**src/rtl/ac97_eng_pkg.sv**
```systemverilog
package ac97_eng_pkg;
  localparam int SLOT_W  = 20;
  localparam int CSEL_W  = 2;
  localparam int NSLOT   = 2;

  typedef enum logic [2:0] {
    A_S1TX = 3'd0,
    A_S2TX = 3'd1,
    A_S1RX = 3'd2,
    A_S2RX = 3'd3,
    A_FLAG = 3'd4,
    A_CTRL = 3'd5
  } reg_addr_e;

  typedef struct packed {
    logic [CSEL_W-1:0] csel;
    logic              rx2_en;
    logic              rx1_en;
    logic              tx2_en;
    logic              tx1_en;
    logic              glb_en;
  } ctrl_t;

  localparam int CTRL_W = $bits(ctrl_t);
endpackage

```
**src/rtl/ac97_tx_slot.sv**
```systemverilog
module ac97_tx_slot #(
  parameter int W = 20
) (
  input  logic         clk,
  input  logic         rst_n,
  input  logic         flush,
  input  logic         enable,
  input  logic         store,
  input  logic         arm,
  input  logic [W-1:0] din,
  input  logic         frame_tick,
  output logic [W-1:0] word,
  output logic         tag,
  output logic         busy
);
  logic [W-1:0] hold;
  logic         staged, loaded;
  logic         launch;

  assign launch = frame_tick && loaded && enable;
  assign busy   = staged | loaded | tag;

  always_ff @(posedge clk) begin
    if (!rst_n) begin
      hold   <= '0;
      word   <= '0;
      staged <= 1'b0;
      loaded <= 1'b0;
      tag    <= 1'b0;
    end else if (flush) begin
      staged <= 1'b0;
      loaded <= 1'b0;
      tag    <= 1'b0;
    end else begin
      if (store) begin
        hold   <= din;
        staged <= 1'b1;
      end
      if (frame_tick) begin
        tag <= launch;
        if (launch) word <= hold;
      end
      if (arm && (staged || store)) begin
        loaded <= 1'b1;
        staged <= 1'b0;
      end else if (launch) begin
        loaded <= 1'b0;
      end
    end
  end
endmodule

```
**src/rtl/ac97_rx_slot.sv**
```systemverilog
module ac97_rx_slot #(
  parameter int W = 20
) (
  input  logic         clk,
  input  logic         rst_n,
  input  logic         flush,
  input  logic         capture,
  input  logic [W-1:0] din,
  input  logic         clr,
  output logic [W-1:0] word,
  output logic         valid
);
  always_ff @(posedge clk) begin
    if (!rst_n) begin
      word  <= '0;
      valid <= 1'b0;
    end else if (flush) begin
      valid <= 1'b0;
    end else if (capture) begin
      word  <= din;
      valid <= 1'b1;
    end else if (clr) begin
      valid <= 1'b0;
    end
  end
endmodule

```
**src/rtl/ac97_cmd_engine.sv**
```systemverilog
module ac97_cmd_engine
  import ac97_eng_pkg::*;
(
  input  logic              clk,
  input  logic              rst_n,
  input  logic              reg_wr,
  input  logic              reg_rd,
  input  logic [2:0]        reg_addr,
  input  logic [SLOT_W-1:0] reg_wdata,
  output logic [SLOT_W-1:0] reg_rdata,
  input  logic              frame_tick,
  output logic [SLOT_W-1:0] tx_slot1,
  output logic [SLOT_W-1:0] tx_slot2,
  output logic [NSLOT-1:0]  tx_tag,
  input  logic              rx_strobe,
  input  logic [NSLOT-1:0]  rx_tag,
  input  logic [SLOT_W-1:0] rx_slot1,
  input  logic [SLOT_W-1:0] rx_slot2,
  output logic [CSEL_W-1:0] codec_sel
);
  ctrl_t             ctrl_q;
  logic              glb_en;
  logic [NSLOT-1:0]  tx_en, rx_en;
  logic [NSLOT-1:0]  tx_store, tx_busy;
  logic [NSLOT-1:0]  rx_cap, rx_clr, rx_valid;
  logic [SLOT_W-1:0] tx_word [NSLOT];
  logic [SLOT_W-1:0] rx_in   [NSLOT];
  logic [SLOT_W-1:0] rx_word [NSLOT];
  logic              arm_cmd;

  assign glb_en    = ctrl_q.glb_en;
  assign tx_en     = {ctrl_q.tx2_en, ctrl_q.tx1_en};
  assign rx_en     = {ctrl_q.rx2_en, ctrl_q.rx1_en};
  assign codec_sel = ctrl_q.csel;
  assign arm_cmd   = reg_wr && (reg_addr == A_S1TX);
  assign rx_in[0]  = rx_slot1;
  assign rx_in[1]  = rx_slot2;
  assign tx_slot1  = tx_word[0];
  assign tx_slot2  = tx_word[1];

  always_ff @(posedge clk) begin
    if (!rst_n)
      ctrl_q <= '0;
    else if (reg_wr && reg_addr == A_CTRL)
      ctrl_q <= ctrl_t'(reg_wdata[CTRL_W-1:0]);
  end

  for (genvar g = 0; g < NSLOT; g++) begin : g_slot
    assign tx_store[g] = reg_wr && (reg_addr == 3'(A_S1TX + g));
    assign rx_cap[g]   = rx_strobe && rx_tag[g] && rx_en[g];
    assign rx_clr[g]   = reg_rd && (reg_addr == 3'(A_S1RX + g));

    ac97_tx_slot #(.W(SLOT_W)) tx_i (
      .clk(clk), .rst_n(rst_n), .flush(!glb_en), .enable(tx_en[g]),
      .store(tx_store[g]), .arm(arm_cmd), .din(reg_wdata),
      .frame_tick(frame_tick), .word(tx_word[g]), .tag(tx_tag[g]),
      .busy(tx_busy[g])
    );

    ac97_rx_slot #(.W(SLOT_W)) rx_i (
      .clk(clk), .rst_n(rst_n), .flush(!glb_en), .capture(rx_cap[g]),
      .din(rx_in[g]), .clr(rx_clr[g]), .word(rx_word[g]),
      .valid(rx_valid[g])
    );
  end

  always_comb begin
    reg_rdata = '0;
    case (reg_addr)
      A_S1RX: reg_rdata = rx_word[0];
      A_S2RX: reg_rdata = rx_word[1];
      A_FLAG: reg_rdata[3:0] = {rx_valid, tx_busy};
      A_CTRL: reg_rdata[CTRL_W-1:0] = ctrl_q;
      default: reg_rdata = '0;
    endcase
  end
endmodule

```
**config.mk**
```make
export PLATFORM = sky130hd
export DESIGN_NAME = ac97_cmd_engine
export DESIGN_NICKNAME = d
export VERILOG_FILES = /design/src/rtl/ac97_eng_pkg.sv /design/src/rtl/ac97_tx_slot.sv /design/src/rtl/ac97_rx_slot.sv /design/src/rtl/ac97_cmd_engine.sv
export SDC_FILE = /design/constraint.sdc
export NUM_CORES = 1
export LEC_CHECK = 0
export BUFFER_PORTS_ARGS = -buffer_cell sky130_fd_sc_hd__buf_2
export CORE_MARGIN = 2
export CORE_UTILIZATION = 40
export CTS_CLUSTER_SIZE = 40
export DETAILED_ROUTE_END_ITERATION = 8
export PLACE_DENSITY_LB_ADDON = 0.2
export SYNTH_ARGS = -nofsm -noshare
export SYNTH_HDL_FRONTEND = slang
export SYNTH_HIERARCHICAL = 1
export SYNTH_SLANG_ARGS = --single-unit
export TNS_END_PERCENT = 1
```
**constraint.sdc**
```tcl
create_clock -name clk -period 1.8 [get_ports clk]
set_clock_uncertainty 0.1 [all_clocks]
set_input_delay 0.18 -clock clk [delete_from_list [all_inputs] [get_ports clk]]
set_output_delay 0.18 -clock clk [all_outputs]
set_load 0.03 [all_outputs]
```
# == Word-level counts from Yosys, hierarchy flattened ==
# Index checks and enable logic that the tools add are counted.
# word_totals
regBits,135
input_bits,71
out_inout_bits,64
# classes
n_eq_ne,5
n_mux,11
bitwise_logic,6
n_reduce_logical,31
# op_table
operator,n
$pmux W13 S2,1
$pmux W4 S4,1
$logic_and A1 B1 Y1,15
$reduce_and A2 Y1,5
$pmux W3 S3,1
$mux W1,8
$reduce_bool A2 Y1,4
$eq A3 B2 Y1 const B,2
$eq A3 B3 Y1 const B,2
$reduce_and A3 Y1,2
$reduce_or A3 Y1,2
$or A1 B1 Y1,4
$eq A3 B1 Y1 const B,1
$logic_not A3 Y1,1
$logic_or A1 B1 Y1,2
$not A1 Y1,2

# == Depth between registers and ports, before layout ==
# Gate-level depths: netlist of run 1.
# depth
word_depth,5
mapped_depth,7
ltp_nobuf,4

# == By module ==
# Netlist of run 1, hierarchy kept.
# modules_own_cells
mod,instances,cells_per_inst,area_each_um2,seq_area_each_um2
ac97_tx_slot,2,192,1586.5,860.8
ac97_rx_slot,2,92,879.6,420.4
ac97_cmd_engine,1,92,747.0,140.1

# == Worst setup path before layout of run 1 ==
# Ideal clock, no wire load.
# synth_timing
path_type,input to register
from,input reg_addr[0]
to,register g_slot[0].tx_i.hold[0]
setup_ps,70
arrival_time_ps,1702
path_slack_ps,-72
cell_stages,7
path_buffers,3
path_cell_list,buf_4 buf_6 nor4b_1 and2b_1 buf_2 nand2_1 a21boi_1
# synth_via
elab_chain_len,3
# synth_rtl
item,line_no,source
"start, declared",ac97_cmd_engine.sv:8,"input logic [2:0] reg_addr,"
$logic_not A3 Y1,-,
$logic_and A1 B1 Y1,-,
via arm_cmd,ac97_cmd_engine.sv:29,logic arm_cmd;
$reduce_and A2 Y1 (no source line),-,
"end signal, assigned",ac97_tx_slot.sv:36,hold <= din;
"end, declared",ac97_tx_slot.sv:16,logic [W-1:0] hold;
# The timed path passes the listed nets, and every way through them passes these cells.
# A chain may end at the register's enable or synchronous reset.

# == Final worst setup path of run 1 ==
# layout_timing
from,register g_slot[1].tx_i.staged
to,output reg_rdata[1]
# layout_via
elab_chain_len,3
# layout_rtl
item,line_no,source
"start, declared",ac97_tx_slot.sv:17,"logic staged, loaded;"
"start signal, assigned",ac97_tx_slot.sv:27,staged <= 1'b0;
"start signal, assigned",ac97_tx_slot.sv:31,staged <= 1'b0;
"start signal, assigned",ac97_tx_slot.sv:37,staged <= 1'b1;
$or A1 B1 Y1 (2 in series),ac97_tx_slot.sv:21,assign busy = staged | loaded | tag;
via tx_busy[1],ac97_cmd_engine.sv:24,"logic [NSLOT-1:0] tx_store, tx_busy;"
$pmux W4 S4,ac97_cmd_engine.sv:69,case (reg_addr)
"end, declared",ac97_cmd_engine.sv:10,"output logic [SLOT_W-1:0] reg_rdata,"
# The timed path passes the listed nets, and every way through them passes these cells.

==> out/qor.yml, run 1 <==
status: "finished with violations"
violations: "negative setup slack"
slowest_delay_ns: 0.37
grt_antenna_before_repair: 0
hold_depth: 3
route.detailed.drc: 0
reg2reg_slack_ns: 0.20
fmax_ghz: 0.542
endpoint: "reg_rdata[1]"
p_leak_nw: 3.10
tns_ns: -0.0783
syn_nets: 731
yosys_warnings: 6
synth.cell_area_um2: 5680
critical_path_arrival_ns: 1.57
grt_overflow: 0
synthFlopType: "dfxtp_1"
grt_start_max_net_pins: 63
slowest_stage: "or3_1"
firstDrtPassIters: 4
min_path_type: "in2reg"
r2r_cells: 5
finalPower_w: 0.00687
worstSetupEndpointType: "output pin"
vias: 5038
clock-root-buffer: "clkbuf_16"
ant_nets: 0
finalMaxSlewViolations: 0
place_congestion: 0.781
regToRegStartpoint: "glb_en"
crit_fanout: 2
worstMarginPinSlew_ns: 0.441
crit_path_start_kind: "flop"
crit_chain: "or3_1 -> mux2i_1 -> o22ai_1 -> buf_4"
p_per_area_nw_per_um2: 893
register_area_um2: 2710
final_layout_size_suffix_gt1_share_pct: 22.5
cts_made_buffers: 17
synth_edf_count: 0
grt_pass1_vias: 4832
rsz0062_at_grt: "true"
io_pins: 135
clockBufferDepth: 2
ys_types: 31
hold_viol_final: 0
cts_max_level: 4
fin_crit_sh_pct: 103
finalCriticalPeriod_ns: 1.85
path_clk_slew_ns: 0.06
wl_per_cell_um: 13.8
clkLatencyLatePin_ns: 0.41
grt_pass1_wl_mm: 22.8
cts_tree: "built"
avgSynthCellArea_um2: 8.60
ys_seq_area_share_pct: 47.6
path_class: "reg2out"
row_count: 43
synthCells: 660
cts_sinks: 135
yosys_register_bits: 135
finalSetupViolCount: 2
setup_ws_ns: -0.0460
syn2layout_area_growth_pct: 35.4
routed_via_density: 4.87
track_usage_pct: 19.3
fill_cells: 1289
die_y_um: 123
reg2reg_to: "g_slot[1].tx_i/word[8]"
synthArstFlopShare_pct: 0
dp_hpwl_mm: 9.83
crit_start: "g_slot[1].tx_i/staged"
drt_wl_total_mm: 14.3
final_core_util_pct: 55.4
max_cap_viol_count: 0
ir_worst_vdd_v: 0.000685
diodes: 0
cp.required_ns: 1.52
initialDrtViolationCount: 214
dieArea_um2: 15200
nets: 912
core-area_um2: 13900
slew_headroom_pct: 70.6
initial_core_util_pct: 40.9
die_w_um: 123
multi_input_area_um2: 2620
numPortBuffers: 134
layer usage:
| metal | share of wire (%) | track usage, % | vias to the layer above |
|---|---|---|---|
| met5 | 0 | 0 | - |
| met4 | 1.1 | 6.89 | 0 |
| met3 | 3.9 | 4.98 | 14 |
| met2 | 47 | 30.1 | 106 |
| met1 | 48 | 25.8 | 2363 |
| li1 | - | - | 2555 |
power by group:
part           leakage, nW  switching, W  internal [W]
logic                 1.72      0.000193      0.000214
registers             1.09    0.00000445       0.00299
clock network        0.287       0.00133       0.00213
total                 3.10       0.00153       0.00533
worst min path at each step:
stage / to / from / slack (ns)
floorplan: g_slot[0].tx_i/hold[0] / reg_wdata[0] / 0.21
global placement: g_slot[0].rx_i/word[15] / rx_slot1[15] / 0.33
detailed placement: g_slot[1].rx_i/word[16] / rx_slot2[16] / 0.34
CTS: g_slot[0].rx_i/word[14] / rst_n / 0.06
global route: g_slot[1].rx_i/word[18] / rst_n / 0.08
finish: g_slot[0].rx_i/word[14] / rst_n / 0.07
critical path: cells and delay by family (launching register included):
| family | cells | cell delay, ns |
|---|---|---|
| AOI/OAI and AO/OA | 1 | 0.11 |
| buffers and inverters | 1 | 0.19 |
| DFF | 1 | 0.32 |
| muxes | 1 | 0.16 |
| and+or+nand+nor | 1 | 0.37 |
flip-flops by register name, summed over array words and instances, names as in the netlist:
| signal | cells |
|---|---|
| g_slot.tx_i/loaded | 2 |
| g_slot.rx_i/word | 40 |
| codec_sel | 2 |
| ctrl_q | 4 |
| glb_en | 1 |
| g_slot.rx_i/valid | 2 |
| g_slot.tx_i/hold | 40 |
| g_slot.tx_i/tag | 2 |
| g_slot.tx_i/word | 40 |
| g_slot.tx_i/staged | 2 |
per-stage QoR:
step                area (um^2)  std cells  worst slack, ns  hold WS, ns
floorplan                  5690        660            0.188        0.215
global placement           6450        939            0.237        0.327
detailed placement         6450        939            0.175        0.336
CTS                        7690       1034          -0.0825       0.0575
global route               7690       1034           -0.125       0.0798
finish                     7690       1034          -0.0460       0.0715
layout by cell type (no fill, tap or decap), types with 7 or more instances in the layout:
cell / Yosys / final
nand2b_1: 8 / 8
mux2i_1: 71 / 71
buf_12: 4 / 7
nand2_1: 218 / 218
nand3_1: 42 / 42
o21ai_1: 40 / 40
clkbuf_16: 0 / 17
dlygate4sd3_1: 0 / 61
a21boi_1: 40 / 40
buf_4: 12 / 15
dfxtp_1: 135 / 132
buf_2: 31 / 131
nor2_1: 15 / 15
what timing repair did:
item | 4_1_cts | 5_1_grt
gates resized for setup | 5 | 0
pin swaps | 4 | 1
setup buffers | 2 | 0
setup endpoints to repair | 2 | 2
gates cloned | 0 | 0
hold buffers | 61 | 0
hold endpoints to repair | 89 | 0
cell families (layout without fill, tap and decap cells):
family | count (synthesis) | after routing | share of synthesized area, %
AO/OA/AOI/OAI | 95 | 95 | 10.6
buffers and inverters | 56 | 250 | 6.46
flip-flops | 135 | 135 | 47.6
multiplexers | 71 | 71 | 12.5
AND/OR/NAND/NOR | 303 | 303 | 22.8
Yosys cell counts (2+ instances only):
cell type  instances  share of area [%]
buf_12             4                1.4
clkbuf_1           5               0.33
buf_4             12                1.6
buf_2             31                2.7
a21oi_1            4               0.35
nand2_1          218                 14
o22ai_1            4               0.44
nor2_1            15               0.99
o2bb2ai_1          3               0.46
nand3_1           42                3.7
nor3_1             2               0.18
a21boi_1          40                5.3
mux2i_1           71                 13
and4b_1            2               0.35
nand4b_1           2               0.31
dfxtp_1          135                 48
inv_1              3               0.20
nor2b_1            2               0.22
nor2b_4            2               0.48
o21ai_0            2               0.18
o211a_1            2               0.35
or3_1              2               0.22
and3_1             2               0.22
o21ai_1           40                3.5
and2b_1            2               0.26
nand2b_1           8               0.88
cell type report:
cell class	instances	share of cell area [%]
multi-input combinational	469	34.0
tap	180	2.93
clock buffer	19	5.89
inverter	3	0.146
sequential	135	35.2
clock inverter	13	1.89
timing repair buffer	215	19.9
Power figures use the tool's default switching activity.
==> run 2: changes to the inputs <==
BUFFER_PORTS_ARGS = -buffer_cell sky130_fd_sc_hd__clkbuf_2   (was -buffer_cell sky130_fd_sc_hd__buf_2)
==> run 2 against run 1 <==
The run still ends with negative setup slack left. Sequential power barely moved. Routed wire length is 0.85% higher. Via count decreased by 1.2%. Critical path type unchanged.
==> out/qor.yml, run 2 (synthesized netlist as in run 1, its figures left out) <==
p_seq_share_pct: 42.4
top_regs: "g_slot.rx_i/word: 40 flops, g_slot.tx_i/hold: 40 flops, g_slot.tx_i/word: 40 flops"
crit_fanout: 2
hold_ws_ns: 0.0319
syn2layout_area_growth_pct: 35.6
cts_max_level: 4
clkLatencyLatePin_ns: 0.41
grt_pass1_wl_mm: 22.7
slew_headroom_pct: 70.4
finalSetupViolCount: 2
clock-root-buffer: "clkbuf_16"
setup_ws_ns: -0.0393
fmax_ghz: 0.544
diodes: 0
finalCriticalPeriod_ns: 1.84
hp-start: "frame_tick"
dieArea_um2: 15200
initial_core_util_pct: 40.9
violations: "negative setup slack"
vias: 4977
switchingPower_w: 0.00143
initialDrtViolationCount: 339
dp.cells: 940
row_count: 43
worstMarginPinSlew_ns: 0.444
fin_crit_sh_pct: 102
p_leak_nw: 3.07
ant_nets: 0
max_cap_viol_count: 0
grt_start_max_net_pins: 57
path_class: "reg2out"
p_per_area_nw_per_um2: 919
clockBufferDepth: 2
crit_path_start_kind: "flop"
grt_antenna_before_repair: 0
final_cell_mix: "nand2_1 (218), dfxtp_1 (132), clkbuf_2 (131), mux2i_1 (71), dlygate4sd3_1 (60)"
core-area_um2: 13900
fill_cells: 1292
hold_viol_final: 0
min_path_type: "in2reg"
wl_per_cell_um: 13.9
critical_path_arrival_ns: 1.56
final_layout_size_suffix_gt1_share_pct: 22.3
dp_hpwl_mm: 9.86
rsz0062_at_grt: "true"
io_pins: 135
layout.cells.non_filler: 1032
worstSetupEndpointType: "output pin"
cts_made_buffers: 17
cp.required_ns: 1.52
ir_worst_vdd_v: 0.000605
nets: 912
numPortBuffers: 134
switching_share_pct: 20.2
routed_via_density: 4.82
drt_wl_total_mm: 14.4
finalMaxSlewViolations: 0
firstDrtPassIters: 4
power.share.clock_pct: 51.8
track_usage_pct: 19.2
cts_sinks: 135
place_congestion: 0.789
grt_overflow: 0
regToRegStartpoint: "glb_en"
route.detailed.drc: 0
die_y_um: 123
pwr-share-comb_pct: 5.8
crit_start: "g_slot[0].tx_i/staged"
die_w_um: 123
status: "finished with violations"
cts_tree: "built"
p_int_w: 0.00565
final_common_cell: "nand2_1"
grt_pass1_vias: 4617
path_clk_slew_ns: 0.06
[run 2: cell count changes in the layout (fill, tap and decap cells not counted)]
cell           before  now
clkbuf_8            2    4
clkinv_4            2    0
buf_4              15   17
buf_12              7    6
clkbuf_2            0  131
dlygate4sd3_1      61   60
clkinvlp_4          3    2
clkbuf_1            0    1
buf_2             131    0
bufinv_16           2    4
inv_6               4    0
[run 2: power by group through the flow]
stage               combinational, W  clock, W  sequential (W)
floorplan                   0.000169         0         0.00306
global placement            0.000304         0         0.00306
detailed placement          0.000307         0         0.00306
CTS                         0.000409   0.00374         0.00300
global route                0.000445   0.00388         0.00300
finish                      0.000411   0.00367         0.00300
[run 2: per-layer routing]
metal  wire [um]  up-vias  track usage (%)
li1            -     2551                -
met5           0        -                0
met3         584       15             4.75
met2        6620      100             30.3
met4         218        0             6.96
met1        6950     2311             25.5
[run 2: what timing repair did]
action / 4_1_cts / 5_1_grt
resized for setup: 5 / 2
hold buffers: 60 / 0
endpoints found under the hold margin: 86 / 0
pin swaps: 2 / 0
gates cloned: 0 / 0
buffers inserted: 2 / 0
setup endpoints to repair: 2 / 2
[run 2: area by class of cell]
type,instances,area (um^2),area share [%]
sequential,135,2710,35.1
clock inverter,8,145,1.88
clock buffer,22,484,6.29
inverter,3,11.3,0.146
multi-input combinational,469,2620,34.0
tap,180,225,2.92
timing repair buffer,215,1520,19.7
[run 2: critical path: stages, from the launching register on]
cell	delay, ns
dfxtp_2	0.32
or3_1	0.37
mux2i_1	0.16
o22ai_1	0.12
buf_4	0.19
[run 2: per-stage QoR]
step / worst slack (ns) / power, W / area [um^2] / setup TNS, ns / utilization (%)
after global routing: -0.0835 / 0.00733 / 7700 / -0.164 / 55.5
final: -0.0393 / 0.00708 / 7700 / -0.0594 / 55.5
after floorplan: 0.188 / 0.00323 / 5690 / 0 / -
after CTS: -0.0603 / 0.00714 / 7700 / -0.103 / 55.5
after global placement: 0.249 / 0.00337 / 6450 / 0 / 46.5
after detailed placement: 0.183 / 0.00337 / 6450 / 0 / 46.5
[run 2: path summary, 6_finish.rpt]
kind,endpoint,slack [ns],cells past startpoint
max reg2reg,g_slot[0].tx_i/word[10],0.20,5
min reg2reg,g_slot[0].tx_i/word[4],0.35,2
min,g_slot[0].tx_i/tag,0.03,3
max,reg_rdata[0],-0.04,4
